===== config.mk =====
export PLATFORM = sky130hd
export DESIGN_NAME = irq_select_top
export DESIGN_NICKNAME = d
export VERILOG_FILES = /design/src/rtl/irq_sel_pkg.sv /design/src/rtl/irq_pend_reg.sv /design/src/rtl/irq_claim_reg.sv /design/src/rtl/irq_pick.sv /design/src/rtl/irq_select_top.sv
export SDC_FILE = /design/constraint.sdc
export NUM_CORES = 1
export LEC_CHECK = 0
export CORE_ASPECT_RATIO = 0.6
export CORE_MARGIN = 4
export CORE_UTILIZATION = 30
export CTS_CLUSTER_SIZE = 24
export DETAILED_ROUTE_END_ITERATION = 10
export DONT_BUFFER_PORTS = 1
export PLACE_DENSITY = 0.43
export SLEW_MARGIN = 20
export SYNTH_ARGS = -nofsm -noshare
export SYNTH_HDL_FRONTEND = slang
export SYNTH_HIERARCHICAL = 1
export SYNTH_SLANG_ARGS = --single-unit

===== constraint.sdc =====
create_clock -name clk -period 2.38 [get_ports clk]
set_input_delay 0.476 -clock clk [delete_from_list [all_inputs] [get_ports clk]]
set_output_delay 0.476 -clock clk [all_outputs]
set_load 0.05 [all_outputs]

===== src/rtl/irq_sel_pkg.sv =====
package irq_sel_pkg;
  typedef enum logic [1:0] {
    PRIV_USER  = 2'd0,
    PRIV_SUPER = 2'd1,
    PRIV_RSVD  = 2'd2,
    PRIV_MACH  = 2'd3
  } priv_e;
endpackage


===== src/rtl/irq_pend_reg.sv =====
module irq_pend_reg #(
  parameter int NIRQ = 32
) (
  input  logic            clk,
  input  logic            rst_n,
  input  logic            upd_en,
  input  logic [NIRQ-1:0] upd_mask,
  input  logic [NIRQ-1:0] upd_value,
  output logic [NIRQ-1:0] pend_q,
  output logic            irq_q
);
  logic [NIRQ-1:0] pend_nx;
  logic            was_idle, now_idle;

  assign pend_nx  = (pend_q & ~upd_mask) | (upd_value & upd_mask);
  assign was_idle = (pend_q == '0);
  assign now_idle = (pend_nx == '0);

  always_ff @(posedge clk) begin
    if (!rst_n) begin
      pend_q <= '0;
      irq_q  <= 1'b0;
    end else if (upd_en) begin
      pend_q <= pend_nx;
      if (was_idle && !now_idle)      irq_q <= 1'b1;
      else if (!was_idle && now_idle) irq_q <= 1'b0;
    end
  end


  unmasked_keep_chk: assert property (@(posedge clk) disable iff (!rst_n)
    upd_en |=> ((pend_q & ~$past(upd_mask)) == ($past(pend_q) & ~$past(upd_mask))));

  idle_hold_chk: assert property (@(posedge clk) disable iff (!rst_n)
    !upd_en |=> $stable(pend_q));

  irq_level_chk: assert property (@(posedge clk) disable iff (!rst_n)
    irq_q == (pend_q != '0));
endmodule


===== src/rtl/irq_claim_reg.sv =====
module irq_claim_reg #(
  parameter int NIRQ = 32
) (
  input  logic            clk,
  input  logic            rst_n,
  input  logic            clm_req,
  input  logic [NIRQ-1:0] clm_bits,
  output logic            clm_fail,
  output logic [NIRQ-1:0] owned_q
);
  assign clm_fail = clm_req && ((owned_q & clm_bits) != '0);

  always_ff @(posedge clk) begin
    if (!rst_n)                   owned_q <= '0;
    else if (clm_req && !clm_fail) owned_q <= owned_q | clm_bits;
  end


  refused_stable_chk: assert property (@(posedge clk) disable iff (!rst_n)
    clm_fail |=> $stable(owned_q));

  owned_monotone_chk: assert property (@(posedge clk) disable iff (!rst_n)
    clm_req |=> ((owned_q & $past(owned_q)) == $past(owned_q)));

  no_req_stable_chk: assert property (@(posedge clk) disable iff (!rst_n)
    !clm_req |=> $stable(owned_q));
endmodule


===== src/rtl/irq_pick.sv =====
module irq_pick
  import irq_sel_pkg::*;
#(
  parameter int NIRQ = 32,
  parameter int IDXW = 5
) (
  input  logic            clk,
  input  logic            rst_n,
  input  logic [NIRQ-1:0] pend,
  input  logic [NIRQ-1:0] enable,
  input  logic [NIRQ-1:0] deleg,
  input  logic [1:0]      priv,
  input  logic            mie_g,
  input  logic            sie_g,
  output logic            sel_valid,
  output logic [IDXW-1:0] sel_idx
);
  logic            m_open, s_open;
  logic [NIRQ-1:0] live, cand;
  logic            win_v;
  logic [IDXW-1:0] win_i;

  assign m_open = (priv < PRIV_MACH)  || ((priv == PRIV_MACH)  && mie_g);
  assign s_open = (priv < PRIV_SUPER) || ((priv == PRIV_SUPER) && sie_g);
  assign live   = pend & enable;
  assign cand   = (live & ~deleg & {NIRQ{m_open}}) | (live & deleg & {NIRQ{s_open}});

  always_comb begin
    win_v = 1'b0;
    win_i = '0;
    for (int i = NIRQ - 1; i >= 0; i--) begin
      if (cand[i]) begin
        win_v = 1'b1;
        win_i = IDXW'(i);
      end
    end
  end

  always_ff @(posedge clk) begin
    if (!rst_n) begin
      sel_valid <= 1'b0;
      sel_idx   <= '0;
    end else begin
      sel_valid <= win_v;
      sel_idx   <= win_i;
    end
  end


  idle_index_zero_chk: assert property (@(posedge clk) disable iff (!rst_n)
    !sel_valid |-> (sel_idx == '0));

  valid_follows_cand_chk: assert property (@(posedge clk) disable iff (!rst_n)
    sel_valid == $past(cand != '0));

  live_needed_chk: assert property (@(posedge clk) disable iff (!rst_n)
    sel_valid |-> $past(live != '0));
endmodule


===== src/rtl/irq_select_top.sv =====
module irq_select_top #(
  parameter  int NIRQ = 32,
  localparam int IDXW = (NIRQ > 1) ? $clog2(NIRQ) : 1
) (
  input  logic            clk,
  input  logic            rst_n,
  input  logic            upd_en,
  input  logic [NIRQ-1:0] upd_mask,
  input  logic [NIRQ-1:0] upd_value,
  output logic [NIRQ-1:0] upd_old,
  input  logic            clm_req,
  input  logic [NIRQ-1:0] clm_bits,
  output logic            clm_fail,
  output logic [NIRQ-1:0] owned,
  output logic [NIRQ-1:0] pend,
  output logic            irq_req,
  input  logic [NIRQ-1:0] enable,
  input  logic [NIRQ-1:0] deleg,
  input  logic [1:0]      priv,
  input  logic            mie_g,
  input  logic            sie_g,
  output logic            sel_valid,
  output logic [IDXW-1:0] sel_idx
);
  logic [NIRQ-1:0] pend_q;

  irq_pend_reg #(.NIRQ(NIRQ)) u_pend (
    .clk(clk), .rst_n(rst_n), .upd_en(upd_en), .upd_mask(upd_mask),
    .upd_value(upd_value), .pend_q(pend_q), .irq_q(irq_req)
  );

  irq_claim_reg #(.NIRQ(NIRQ)) u_claim (
    .clk(clk), .rst_n(rst_n), .clm_req(clm_req), .clm_bits(clm_bits),
    .clm_fail(clm_fail), .owned_q(owned)
  );

  irq_pick #(.NIRQ(NIRQ), .IDXW(IDXW)) u_pick (
    .clk(clk), .rst_n(rst_n), .pend(pend_q), .enable(enable), .deleg(deleg),
    .priv(priv), .mie_g(mie_g), .sie_g(sie_g),
    .sel_valid(sel_valid), .sel_idx(sel_idx)
  );

  assign pend    = pend_q;
  assign upd_old = pend_q;


  reset_clear_chk: assert property (@(posedge clk)
    !rst_n |=> (pend == '0 && owned == '0 && !irq_req && !sel_valid));
endmodule


==> reports/results.txt, run 1 <==
The number of CTS-inserted buffers is 9. The tools report the count of clock tree sinks as 71. The logs give 36.9% for the end-of-flow core utilization and 2.37 nW for the leakage component of the power. The logs give 18.1 mm for the detailed-placement wirelength estimate and 5200 µm² for the area of the mapped netlist. For the max-slew headroom at the worst pin, the log shows 55.9%. The repair_antennas step left the layout with diodes totalling 0. The floorplan step set the die width to 178 µm. For this run, global-route usage on met2 was measured as 30.5%. For the initial antenna violation count, the log shows 1. The number of register bits inferred by synthesis came out at 71.

The run gives 5143 as the number of global-route vias before repair. For this run, the detailed router's first-pass iteration total came to 5. At the end of the flow, the number of nets in the layout was 881. Yosys mapped the design onto 63 distinct sky130hd cell types.

The average instance area after synthesis came out at 7.84 µm². Counting every net in the synthesized netlist gives 832. Sequential cells were found to cover 27.3% of the synthesized design area. The number of buffers added for setup after CTS is 0, and the transition time at the pin with the least slew margin is 658 ps. The tools report the total track usage as 21.6%.

Leaving out fill and tap cells, the most frequent cells in the layout are 161 x sky130_fd_sc_hd__nand2_1, 105 x sky130_fd_sc_hd__buf_4, 71 x sky130_fd_sc_hd__dfxtp_1. The worst hold path startpoint is rst_n. The clock latency on the worst-skew pair is 330 ps, and the share of Yosys cell area claimed by the top area cell type is 27.3%. The top achievable clock speed came out at 0.429 GHz. In this run the worst path has a maximum fanout of 12. Measured along the y axis, the die boundary spans 110 µm. IR analysis of the VDD net gives a maximum drop of 0.00184 V. Count of endpoints failing hold in the final timing report: 0.

The run gives 7.51 mW as the post-route total power. In the post-synthesis netlist, the biggest area contributors are sky130_fd_sc_hd__dfxtp_1 27%, sky130_fd_sc_hd__nand2_1 12%, sky130_fd_sc_hd__o31ai_2 7.0%. The run gives 0 as the remaining design rule violation count.

Leaving out fill and tap cells, the most frequent cell in the layout is sky130_fd_sc_hd__nand2_1. The detailed router's first-iteration violation count came out at 468. The time the final worst path needs with I/O delays and setup was 2330 ps; the placeable core region was 16600 µm². In this run the power density over the cells is 1220 nW/µm². Row generation in the floorplan step produced 36 rows.

The max-slew violation count came out at 0. The most used flip-flop cell after synthesis is sky130_fd_sc_hd__dfxtp_1. The final layout contains routed wiring with a total length of 22.4 mm. Clock-pin slew was measured on the worst setup and hold paths at 60 ps. The count of buffers from port buffering is 0, and the remaining antenna violation count after routing is 0.

The via count is 5410. Summed over all layers, the global routing overflow is 0. STA classifies the critical path endpoint as a register. The most used routing layer is met1. Across the run, the number of max-cap violations was 0. The logs give 2530 ps for the data arrival time of the worst path and 2580 ps for the data required time at the worst endpoint. Of the cells placed in the final design, the portion with a size suffix greater than 1 is 22.3%. Entering global routing, the biggest net connects 68 pins. The cell count after synthesis is 663. After routing, the total negative slack on setup checks comes to 0 ps. In this run the deepest clock path goes through 2 buffers. The tools report the cell count after placement as 929. The tools report the met3 track utilization from global routing as 8.18%.

The final setup skew was 10.3 ps; the fraction of the cycle the final worst path needs was 97.9%. TritonCTS built the clock tree. The startpoint identified for the worst register-to-register timing path is u_pend/pend_q[26]$_SDFFE_PN0P_. The global placer's final weighted congestion was 0.874.

Yosys printed 6 warnings. Setup repair after global routing left no endpoint under its margin. The classification of the worst-slack hold path was in2reg. Layout-stage area growth over the synthesis result: 17.9%. The floorplan step defined a die boundary enclosing 19600 µm². The first global-routing pass estimated 31.9 mm of wire. Yosys mapped a number of flops with a built-in enable equal to 0. The run finished with clean final reports. The met1 track utilization from global routing is 31.7%, and the H-tree depth is 3.

After detailed routing, the average wire length per cell comes to 23.7 µm. For this design the top-level I/O count stands at 272. The start-to-end type of the worst setup path is in2reg. Setup violations remaining at the end of the flow were counted as 0. The most critical setup path has its startpoint at priv[0]. Once the floorplan was initialized, standard cells occupied 31.3% of the core.

Leaving out filler cells and counting taps, the final layout contains 945. The cell sitting at the root of the clock tree is a sky130_fd_sc_hd__clkbuf_16. Using the TritonRoute via totals, the vias-per-cell ratio works out to 5.72.

In the synthesized netlist the async set-or-reset flop fraction comes to 0%. The cell type with the largest total area after synthesis is sky130_fd_sc_hd__dfxtp_1. The critical path launch point type is a primary input.
layer usage:
| layer | part of all wire [%] | routed length [µm] |
|---|---|---|
| met5 | 0 | 0 |
| met4 | 0.74 | 166 |
| met3 | 11 | 2570 |
| met2 | 41 | 9240 |
| met1 | 47 | 10400 |
stage by stage:
stage | setup WS [ps] | area [µm²] | hold WS (ps)
after global placement | -206 | 5820 | 498
after CTS | 26.4 | 6110 | 252
after detailed placement | -217 | 5820 | 511
after floorplan | 150 | 5200 | 615
final | 50.4 | 6130 | 269
after global routing | 3.44 | 6130 | 259
critical path, cell delays in order:
cell	delay, ps
sky130_fd_sc_hd__nor2b_2	540
sky130_fd_sc_hd__buf_4	250
sky130_fd_sc_hd__o21ai_0	130
sky130_fd_sc_hd__a31o_2	290
sky130_fd_sc_hd__o2111ai_1	290
sky130_fd_sc_hd__a2111oi_0	160
sky130_fd_sc_hd__or3b_1	390
flip-flops by register name (all words and copies together), names as in the netlist:
| register | flops |
|---|---|
| u_claim/owned_q | 32 |
| u_pend/pend_q | 32 |
| u_pick/sel_idx | 5 |
| u_pend/irq_q | 1 |
| u_pick/sel_valid | 1 |
path summary, 6_finish.rpt:
kind                                       to  slack, ps  cells past startpoint
max              u_pick/sel_idx[2]$_SDFF_PP0_         50                      7
min          u_claim/owned_q[25]$_SDFFE_PN0P_        270                      2
max reg2reg         u_pend/irq_q$_SDFFE_PN0P_        180                      9
min reg2reg    u_pend/pend_q[11]$_SDFFE_PN0P_        510                      2
Yosys cell counts (all sizes together) (12+ instances only):
library cell and n:
a211oi 16, a21boi 33, a21oi 19, a22oi 16
and2 12, buf 55, clkbuf 12, dfxtp 71
mux2i 34, nand2 161, nand3 47, nand4 14
nor4 14, o21ai 25, o31ai 32
cell families (layout without fill, tap and decap cells):
kind of cell               count (synthesis)  in the layout  synth area share, %
and+or+nand+nor                          300            300                 28.2
AOI/OAI and AO/OA                        188            188                 28.8
DFF                                       71             71                 27.3
buffers and inverters                     69            123                 8.95
muxes                                     34             34                 6.54
adders and majority gates                  1              1                0.241
what timing repair did:
| action | in CTS | in global routing |
|---|---|---|
| hold buffers | 0 | 0 |
| gates resized for setup | 0 | 3 |
| endpoints found under the setup margin | 0 | 2 |
power by group:
group	switching, mW	leakage (nW)	internal, mW
Combinational	3.24	1.65	1.13
Sequential	0.260	0.580	1.51
Clock	0.548	0.135	0.818
final cells by class:
cell class                 count  area, µm²
sequential                    71       1420
tap                          228        285
multi-input combinational    523       3330
clock inverter                 6       70.1
fill                        1756      10500
clock buffer                  10        229
inverter                       2       7.51
timing repair buffer         105        788
(Power assumes the default switching activity.)
==> run 2, diff against run 1 <==
--- a/config.mk
+++ b/config.mk
@@ -11,7 +11,7 @@
 export CTS_CLUSTER_SIZE = 24
 export DETAILED_ROUTE_END_ITERATION = 10
 export DONT_BUFFER_PORTS = 1
-export PLACE_DENSITY = 0.43
+export PLACE_DENSITY_LB_ADDON = 0.3
 export SLEW_MARGIN = 20
 export SYNTH_ARGS = -nofsm -noshare
 export SYNTH_HDL_FRONTEND = slang
==> reports/results.txt, run 2 (synthesized netlist as in run 1, its figures left out) <==
The run finished with clean final reports. Dividing the final minimum period by the clock period gives 98.3%. Once layout is complete, the cells apart from fillers number 951. The count of buffers from port buffering works out to 0.

The run gives 5448 as the via count. The tools report the launching instance or port of the critical path as u_claim/owned_q[30]$_SDFFE_PN0P_. The area taken by flip-flops and latches is 1420 µm².

In the final layout, the registers with the most flip-flops are u_claim/owned_q x32, u_pend/pend_q x32, u_pick/sel_idx x5. Post-CTS timing repair inserted 0 buffers for setup. The transition time at the pin with the least slew margin works out to 604 ps.

The initial utilization of the core area, before any placement, comes to 31.3%. Count of hold-fix buffers inserted at cts: 0. After detailed routing, the total wire length is 22.2 mm. The initial antenna violation count came out at 1. Once placement completed, the tool counted placed cells totaling 933.

In this run the power density over the cells is 1220 nW/µm². The total congestion overflow after global routing is 0, and the total track usage is 21.5%. For the number of rows created at floorplan, the log shows 36.

The area of the multi-input gates is 3330 µm². The tools report the critical register-to-register path startpoint as u_pend/pend_q[26]$_SDFFE_PN0P_. The root buffer cell chosen for the clock tree is sky130_fd_sc_hd__clkbuf_16. The worst-case clock buffer depth is 2.

For this design the top-level I/O count stands at 272. The logs give 0 for the remaining antenna violation count after routing and 0 for the count of endpoints failing hold in the final timing report. The number of global-route vias before repair is 5190. The worst setup path is launched from a register. The total area inside the core boundary comes to 16600 µm². The first global-routing pass estimated 31.6 mm of wire. Setup repair after global routing left no endpoint under its margin. The detailed router's first-iteration violation count was 484; the area of the die was 19600 µm². Counting every sink on the clock net gives 71.

For the pre-CTS worst setup slack, the log shows -353 ps. The clock-pin transition on the worst setup and hold timing paths came out at 60 ps. Broken down by cell family, the worst path's largest delay share belongs to compound AO/OA/AOI/OAI gates.

The x dimension of the die was 178 µm; the largest driver fanout on the critical path was 2. After layout, the worst setup slack is 41.6 ps. Start-to-end type of the worst setup path: reg2out. The library cells used most frequently in the layout, excluding fill and tap cells, are 161 x sky130_fd_sc_hd__nand2_1, 108 x sky130_fd_sc_hd__buf_4, 71 x sky130_fd_sc_hd__dfxtp_1. The count of final setup violators was 0. The data required time at the worst endpoint is 1900 ps, and the height of the die is 110 µm.

The data arrival time of the worst path was 1860 ps. Summing all non-filler instances in the final layout gives an area of 6200 µm². Relative to the synthesized area, the layout overhead comes to 19.3%.

The logs give 340 ps for the clock latency on the worst-skew pair and 271 ps for the worst hold slack. In this run the most critical hold path is launched from rst_n. Top achievable clock speed: 0.428 GHz. The classification of the worst-slack hold path is in2reg. The logs give 0 for the max-slew violation count and 2.42 nW for the leakage component of the power. The count of filler cells inserted in the layout is 1733. Together, buffers and inverters on the worst path number 0. For the global placer's final weighted congestion, the log shows 0.895. The tools report the type of destination of the critical path as an output pin. The library cell used most frequently in the layout, excluding fill and tap cells, is sky130_fd_sc_hd__nand2_1.

For the H-tree depth, the log shows 3. Entering global routing, the biggest net connects 68 pins. For the final database, setup skew stands at 7.09 ps. TritonCTS built the clock tree. The signal on the critical path passes through a22oi_1 > and4_1 > nand4_4 > o21a_1.

The routed length per placed instance was 23.3 µm; the via count normalized by instance count was 5.73. In this run the cell area measured after placement is 5860 µm². The logs give 18.0 mm for the detailed-placement wirelength estimate and 9 for the number of CTS-inserted buffers. Time the final worst path needs with I/O delays and setup: 2340 ps. Cells fill 37.3% of the core in the end. The number of search-and-repair iterations in the first detailed-routing pass was 5; the count of max-cap constraint violations was 0.

For this run, the post-layout net count is 885. The slowest stage cell on the critical path is sky130_fd_sc_hd__o21a_1. The delay of the slowest cell on the worst path is 400 ps, and the remaining design rule violation count is 0.

In this run the tightest slew margin relative to its limit is 59.7%. The worst supply voltage drop on vdd is 0.00123 V, and the share of final-layout standard cells stronger than drive strength 1 is 22.6%.
==> run 2: layer usage <==
layer | GRT usage, % | share of wire, % | vias to the layer above | wire, µm
li1 | - | - | 2531 | -
met1 | 30.3 | 45 | 2564 | 9940
met2 | 32.3 | 42 | 337 | 9350
met3 | 7.16 | 12 | 16 | 2610
met4 | 3.97 | 1.2 | 0 | 255
met5 | 0 | 0 | - | 0
==> run 2: layout make-up <==
cell class              instances  share of cell area (%)
multi-input cells             523                    53.7
clock inverters                 5                    1.31
well taps                     228                    4.60
repair buffers                109                    13.4
flip-flops and latches         71                    22.9
inverters                       2                   0.121
diodes                          2                  0.0807
clock buffers                  11                    3.91
==> run 2: stage by stage <==
stage          power (mW)  TNS, ps
2_1_floorplan        5.41        0
3_3_place_gp         6.02    -1020
3_5_place_dp         6.12    -1460
4_1_cts              7.64        0
5_1_grt              7.97        0
6_report             7.59        0
==> run 2: power by group <==
group,leakage (nW),internal [mW],switching (mW)
logic,1.68,1.14,3.21
registers,0.580,1.51,0.251
clock network,0.156,0.947,0.539
total,2.42,3.60,4.00
==> run 2: worst register-to-register path, delay by kind of cell (launching register included) <==
family | cells | cell delay [ps]
mux | 2 | 490
simple gates | 5 | 870
flops | 1 | 370
fa+ha+maj | 1 | 310
==> run 2: worst paths after layout <==
check / to / slack [ps] / cells past startpoint
worst min register to register: u_pend/pend_q[13]$_SDFFE_PN0P_ / 540 / 2
worst max register to register: u_pend/irq_q$_SDFFE_PN0P_ / 220 / 8
worst max-delay path: clm_fail / 40 / 4
worst min-delay path: u_claim/owned_q[24]$_SDFFE_PN0P_ / 270 / 2
==> run 2: what timing repair did <==
item                                    in CTS  in global routing
endpoints found under the setup margin       2                  1
pin swaps                                    0                  0
resized for setup                            2                  1
